### src/rtl/adc_spi_host.sv
module adc_spi_host #(
  parameter int DIV_W  = 8,
  parameter int IDLE_W = 8
) (
  input  logic              clk,
  input  logic              rst_n,
  input  logic              start,
  output logic              ready,
  input  logic [7:0]        cmd,
  input  logic              wide_mode,
  input  logic [DIV_W-1:0]  half_div,
  input  logic [IDLE_W-1:0] idle_cnt,
  input  logic              abort,
  output logic              cs_n,
  output logic              sclk,
  output logic              mosi,
  input  logic              miso,
  output logic [15:0]       result,
  output logic              result_valid
);
  localparam int CNT_W = 6;

  logic              busy, wide_q, sclk_q, cs_q, mosi_q, valid_q;
  logic [DIV_W-1:0]  div_q, ph;
  logic [CNT_W-1:0]  edges;
  logic [7:0]        cmd_sh;
  logic [15:0]       res_sh, result_q;
  logic [IDLE_W-1:0] idle_left;

  wire [CNT_W-1:0] frame_len = wide_q ? CNT_W'(32) : CNT_W'(24);
  wire [CNT_W-1:0] first_rx  = frame_len - CNT_W'(16);
  wire             tick      = (ph == div_q - DIV_W'(1));

  assign ready        = !busy && (idle_left == '0);
  assign cs_n         = cs_q;
  assign sclk         = sclk_q;
  assign mosi         = mosi_q;
  assign result       = result_q;
  assign result_valid = valid_q;

  always_ff @(posedge clk) begin
    if (!rst_n) begin
      busy      <= 1'b0;
      wide_q    <= 1'b0;
      sclk_q    <= 1'b0;
      cs_q      <= 1'b1;
      mosi_q    <= 1'b0;
      valid_q   <= 1'b0;
      div_q     <= DIV_W'(1);
      ph        <= '0;
      edges     <= '0;
      cmd_sh    <= '0;
      res_sh    <= '0;
      result_q  <= '0;
      idle_left <= '0;
    end else begin
      valid_q <= 1'b0;
      if (busy) begin
        if (abort) begin
          busy      <= 1'b0;
          cs_q      <= 1'b1;
          sclk_q    <= 1'b0;
          mosi_q    <= 1'b0;
          idle_left <= idle_cnt;
        end else if (tick) begin
          ph <= '0;
          if (!sclk_q) begin
            sclk_q <= 1'b1;
            edges  <= edges + CNT_W'(1);
            if (edges >= first_rx) res_sh <= {res_sh[14:0], miso};
          end else begin
            sclk_q <= 1'b0;
            if (edges == frame_len) begin
              busy      <= 1'b0;
              cs_q      <= 1'b1;
              mosi_q    <= 1'b0;
              valid_q   <= 1'b1;
              result_q  <= res_sh;
              idle_left <= idle_cnt;
            end else begin
              mosi_q <= cmd_sh[7];
              cmd_sh <= {cmd_sh[6:0], 1'b0};
            end
          end
        end else begin
          ph <= ph + DIV_W'(1);
        end
      end else if (ready && start) begin
        busy   <= 1'b1;
        cs_q   <= 1'b0;
        sclk_q <= 1'b0;
        ph     <= '0;
        edges  <= '0;
        wide_q <= wide_mode;
        div_q  <= (half_div == '0) ? DIV_W'(1) : half_div;
        mosi_q <= cmd[7];
        cmd_sh <= {cmd[6:0], 1'b0};
      end else if (idle_left != '0) begin
        idle_left <= idle_left - IDLE_W'(1);
      end
    end
  end
endmodule

### config.mk
export PLATFORM = sky130hd
export DESIGN_NAME = adc_spi_host
export DESIGN_NICKNAME = d
export VERILOG_FILES = /design/src/rtl/adc_spi_host.sv
export SDC_FILE = /design/constraint.sdc
export NUM_CORES = 1
export LEC_CHECK = 0
export ABC_AREA = 1
export CAP_MARGIN = 15
export CORE_AREA = 2 2 134 71
export DETAILED_ROUTE_END_ITERATION = 6
export DIE_AREA = 0 0 136 73
export PLACE_DENSITY = 0.68
export SYNTH_ARGS = -nofsm -noshare
export SYNTH_HDL_FRONTEND = slang
export SYNTH_SLANG_ARGS = --single-unit
### constraint.sdc
create_clock -name clk -period 1.8 [get_ports clk]
set_clock_uncertainty 0.15 [all_clocks]
set_input_delay 0.54 -clock clk [delete_from_list [all_inputs] [get_ports clk]]
set_output_delay 0.54 -clock clk [all_outputs]
set_load 0.02 [all_outputs]
==> insert_results.sql <==
INSERT INTO impl_metrics (metric_group, metric, value, unit) VALUES
('clocking', 'count_of_h_tree_levels_built_during_cts', '3', ''),
('routing', 'wl_met3', '775', 'microns'),
('routing', 'met2WireLength', '5270', 'microns'),
('setup_path', 'criticalPathCategory', 'reg -> reg', ''),
('setup_path', 'cp_max_fo', '8', ''),
('die', 'fp.dieW', '136', 'microns'),
('layout', 'post_route_cells_drive_above_1_share', '29.5', '%'),
('clocking', 'clock-sinks', '75', ''),
('sta', 'maxSlewHeadroom', '72.0', '%'),
('placement', 'io_buffer_count', '50', ''),
('flow_run', 'maxCapViolations', '0', ''),
('setup_path', 'cp-start-kind', 'flop', ''),
('pwr', 'power-per-cell-area', '1420', 'nW/um^2'),
('die', 'floorplan.die_area', '9930', 'sq um'),
('routing', 'route.vias.total', '4171', ''),
('placement', 'detailed_place_hpwl', '7320', 'microns'),
('routing', 'maxUsedRoutingLayer', 'met4', ''),
('run_status', 'failing_checks', 'setup timing', ''),
('global_routing', 'grt_first_pass_wirelength', '18500', 'microns'),
('pwr', 'leakage', '0.00289', 'uW'),
('global_routing', 'grt_start_max_net_pins', '40', ''),
('synthesis', 'number_of_standard_cells_after_synthesis', '593', ''),
('routing', 'wl_per_cell', '14.0', 'microns'),
('synthesis', 'synth_adder_area_share', '2.27', '%'),
('die', 'floorplan.rows', '25', ''),
('min_path', 'timing.hold.worst.class', 'reg -> reg', ''),
('synthesis', 'yosysWarnings', '0', ''),
('sta', 'fmax', '470', 'MHz'),
('layout', 'postLayoutCellArea', '5920', 'sq um'),
('layout', 'number_of_fill_cells_in_the_layout', '748', ''),
('sta', 'least_margin_pin_slew', '0.417', 'ns'),
('layout', 'layout.cells.most_common', 'nand2_1', ''),
('sta', 'slew_violations', '0', ''),
('placement', 'place_ws', '-0.436', 'ns'),
('clocking', 'clock_tree.root_cell', 'clkbuf_16', ''),
('placement', 'placed_cells_incl_taps', '802', ''),
('routing', 'drtPass1Iterations', '6', ''),
('global_routing', 'grt_util_all_layers', '24.0', '%'),
('layout', 'fin_nets', '751', ''),
('routing', 'post_drt_via_cell_ratio', '4.97', ''),
('clocking', 'cts_tree', 'built', ''),
('sta', 'timing.final.ws_setup', '-0.328', 'ns'),
('setup_path', 'crit_arrival', '2.26', 'ns'),
('layout', 'syn2layout_area_growth', '53.8', '%'),
('sta', 'finalWorstPathRequiredPeriod', '2.13', 'ns'),
('clocking', 'clock_path_buffers', '2', ''),
('routing', 'drtIter0Drc', '325', ''),
('layout', 'multi_input_comb_area', '2470', 'sq um'),
('sta', 'layout_worst_path_cycle_share', '118', '%'),
('sta', 'rsz0062_at_grt', 'true', ''),
('synthesis', 'synthMuxAreaShare', '0.260', '%'),
('clocking', 'cts.reportedPaths.clkPinSlew', '0.06', 'ns'),
('setup_path', 'crit_required', '1.93', 'ns'),
('global_routing', 'number_of_antenna_violations_at_the_first_check_in_global_routing', '0', ''),
('run_status', 'outcome', 'finished, violations left', ''),
('routing', 'route.detailed.drc', '0', ''),
('synthesis', 'compound_cell_area_share_of_the_yosys_netlist', '8.12', '%'),
('synthesis', 'postSynthRegisterBits', '75', ''),
('clocking', 'clock_latency', '0.34', 'ns'),
('placement', 'place.gp.congestion', '0.846', ''),
('sta', 'finalSetupViolations', '67', ''),
('layout', 'insertedDiodeCount', '0', ''),
('global_routing', 'grt-ovfl-total', '0', ''),
('sta', 'hold_slack', '0.315', 'ns'),
('die', 'placeableCoreArea', '8950', 'sq um'),
('synthesis', 'synth_xor_xnor_area_share', '3.18', '%'),
('placement', 'post_detailed_placement_cell_area', '4930', 'sq um'),
('routing', 'antenna_violating_nets_post_route', '0', ''),
('synthesis', 'synthesis.nets', '630', ''),
('layout', 'layoutNonFillerInstCount', '840', ''),
('die', 'floorplan.initialDensity', '43.1', '%');
==> metal layers <==
metal / vias up / global-route usage, %
met2: 132 / 38.4
met1: 1925 / 33.0
met3: 22 / 5.90
met5: - / 0
met4: 0 / 5.56
li1: 2092 / -
==> worst max-delay path: stages, from the launching register on <==
cell	delay, ns
dfxtp_2	0.33
inv_2	0.05
ha_4	0.25
xor2_1	0.14
nand2_1	0.11
a21oi_2	0.13
nand3_2	0.10
nor2_4	0.16
and2_4	0.28
nand2_4	0.13
nand2_1	0.09
nand2_1	0.05
nor2_1	0.08
==> final timing paths <==
kind | start | end | slack [ns] | cells after the start
min | cmd_sh[4]$_SDFFE_PN0P_ | cmd_sh[4]$_SDFFE_PN0P_ | 0.31 | 2
min reg2reg | cmd_sh[4]$_SDFFE_PN0P_ | cmd_sh[4]$_SDFFE_PN0P_ | 0.31 | 2
max | div_q[0]$_SDFFE_PN1P_ | res_sh[10]$_SDFFE_PN0P_ | -0.33 | 12
max reg2reg | div_q[0]$_SDFFE_PN1P_ | res_sh[10]$_SDFFE_PN0P_ | -0.33 | 12
==> synth_stat cells, drive strengths merged <==
| library cell | number | area share [%] |
|---|---|---|
| and2 | 1 | 0.23 |
| nand3 | 37 | 4.9 |
| a32o | 1 | 0.26 |
| clkbuf | 11 | 1.1 |
| nand4 | 8 | 1.5 |
| o21bai | 1 | 0.19 |
| a21oi | 38 | 4.9 |
| nor3 | 5 | 0.65 |
| buf | 10 | 1.7 |
| a31oi | 2 | 0.32 |
| ha | 7 | 2.3 |
| or2 | 1 | 0.16 |
| mux2i | 1 | 0.26 |
| nand3b | 3 | 0.58 |
| inv | 77 | 7.5 |
| nor3b | 2 | 0.39 |
| xnor2 | 5 | 1.1 |
| nor2 | 105 | 11 |
| o21ai | 17 | 2.2 |
| o211ai | 1 | 0.19 |
| dfxtp | 75 | 39 |
| nand2 | 175 | 17 |
| and3 | 1 | 0.16 |
| xor2 | 9 | 2.0 |
==> sequential cells by signal (all words and copies together) (netlist names) <==
name	flops
res_sh	16
result	16
div_q	8
idle_left	8
ph	8
cmd_sh	7
edges	6
busy	1
cs_n	1
mosi	1
result_valid	1
sclk	1
wide_q	1
==> kinds of logic (layout without fill, tap and decap cells) <==
| family | after synthesis | in the layout |
|---|---|---|
| AO/OA/AOI/OAI | 60 | 60 |
| buffers and inverters | 98 | 221 |
| XOR/XNOR | 14 | 14 |
| flip-flops | 75 | 75 |
| adder cells (fa/ha/maj) | 7 | 7 |
| AND/OR/NAND/NOR | 338 | 341 |
| multiplexers | 1 | 1 |
==> final cells by class <==
cell class | count | share of cell area [%]
Clock inverter | 6 | 1.90
Tap cell | 121 | 2.56
Inverter | 77 | 4.92
Clock buffer | 10 | 4.03
Multi-Input combinational cell | 423 | 41.7
Sequential cell | 75 | 25.5
Timing Repair Buffer | 128 | 19.4
==> per-stage QoR <==
stage / total power (uW) / TNS (ns) / utilization, %
2_1_floorplan: 3940 / -3.32 / -
3_3_place_gp: 4980 / -21.89 / 55.1
3_5_place_dp: 5100 / -22.30 / 55.1
4_1_cts: 7960 / -12.33 / 64.5
5_1_grt: 8860 / -24.16 / 66.2
6_report: 8400 / -16.47 / 66.2
==> repair_timing <==
action	4_1_cts	5_1_grt
endpoints found under the hold margin	0	0
resized for setup	123	30
setup buffers	16	4
pin swaps	52	14
cloned	1	2
endpoints found under the setup margin	88	73
==> where the power goes <==
group / internal [uW] / switching (uW)
clock: 1390 / 727
combinational: 1780 / 2420
sequential: 1910 / 182
total: 5080 / 3330
No activity file was read; power rests on OpenSTA's default activity.
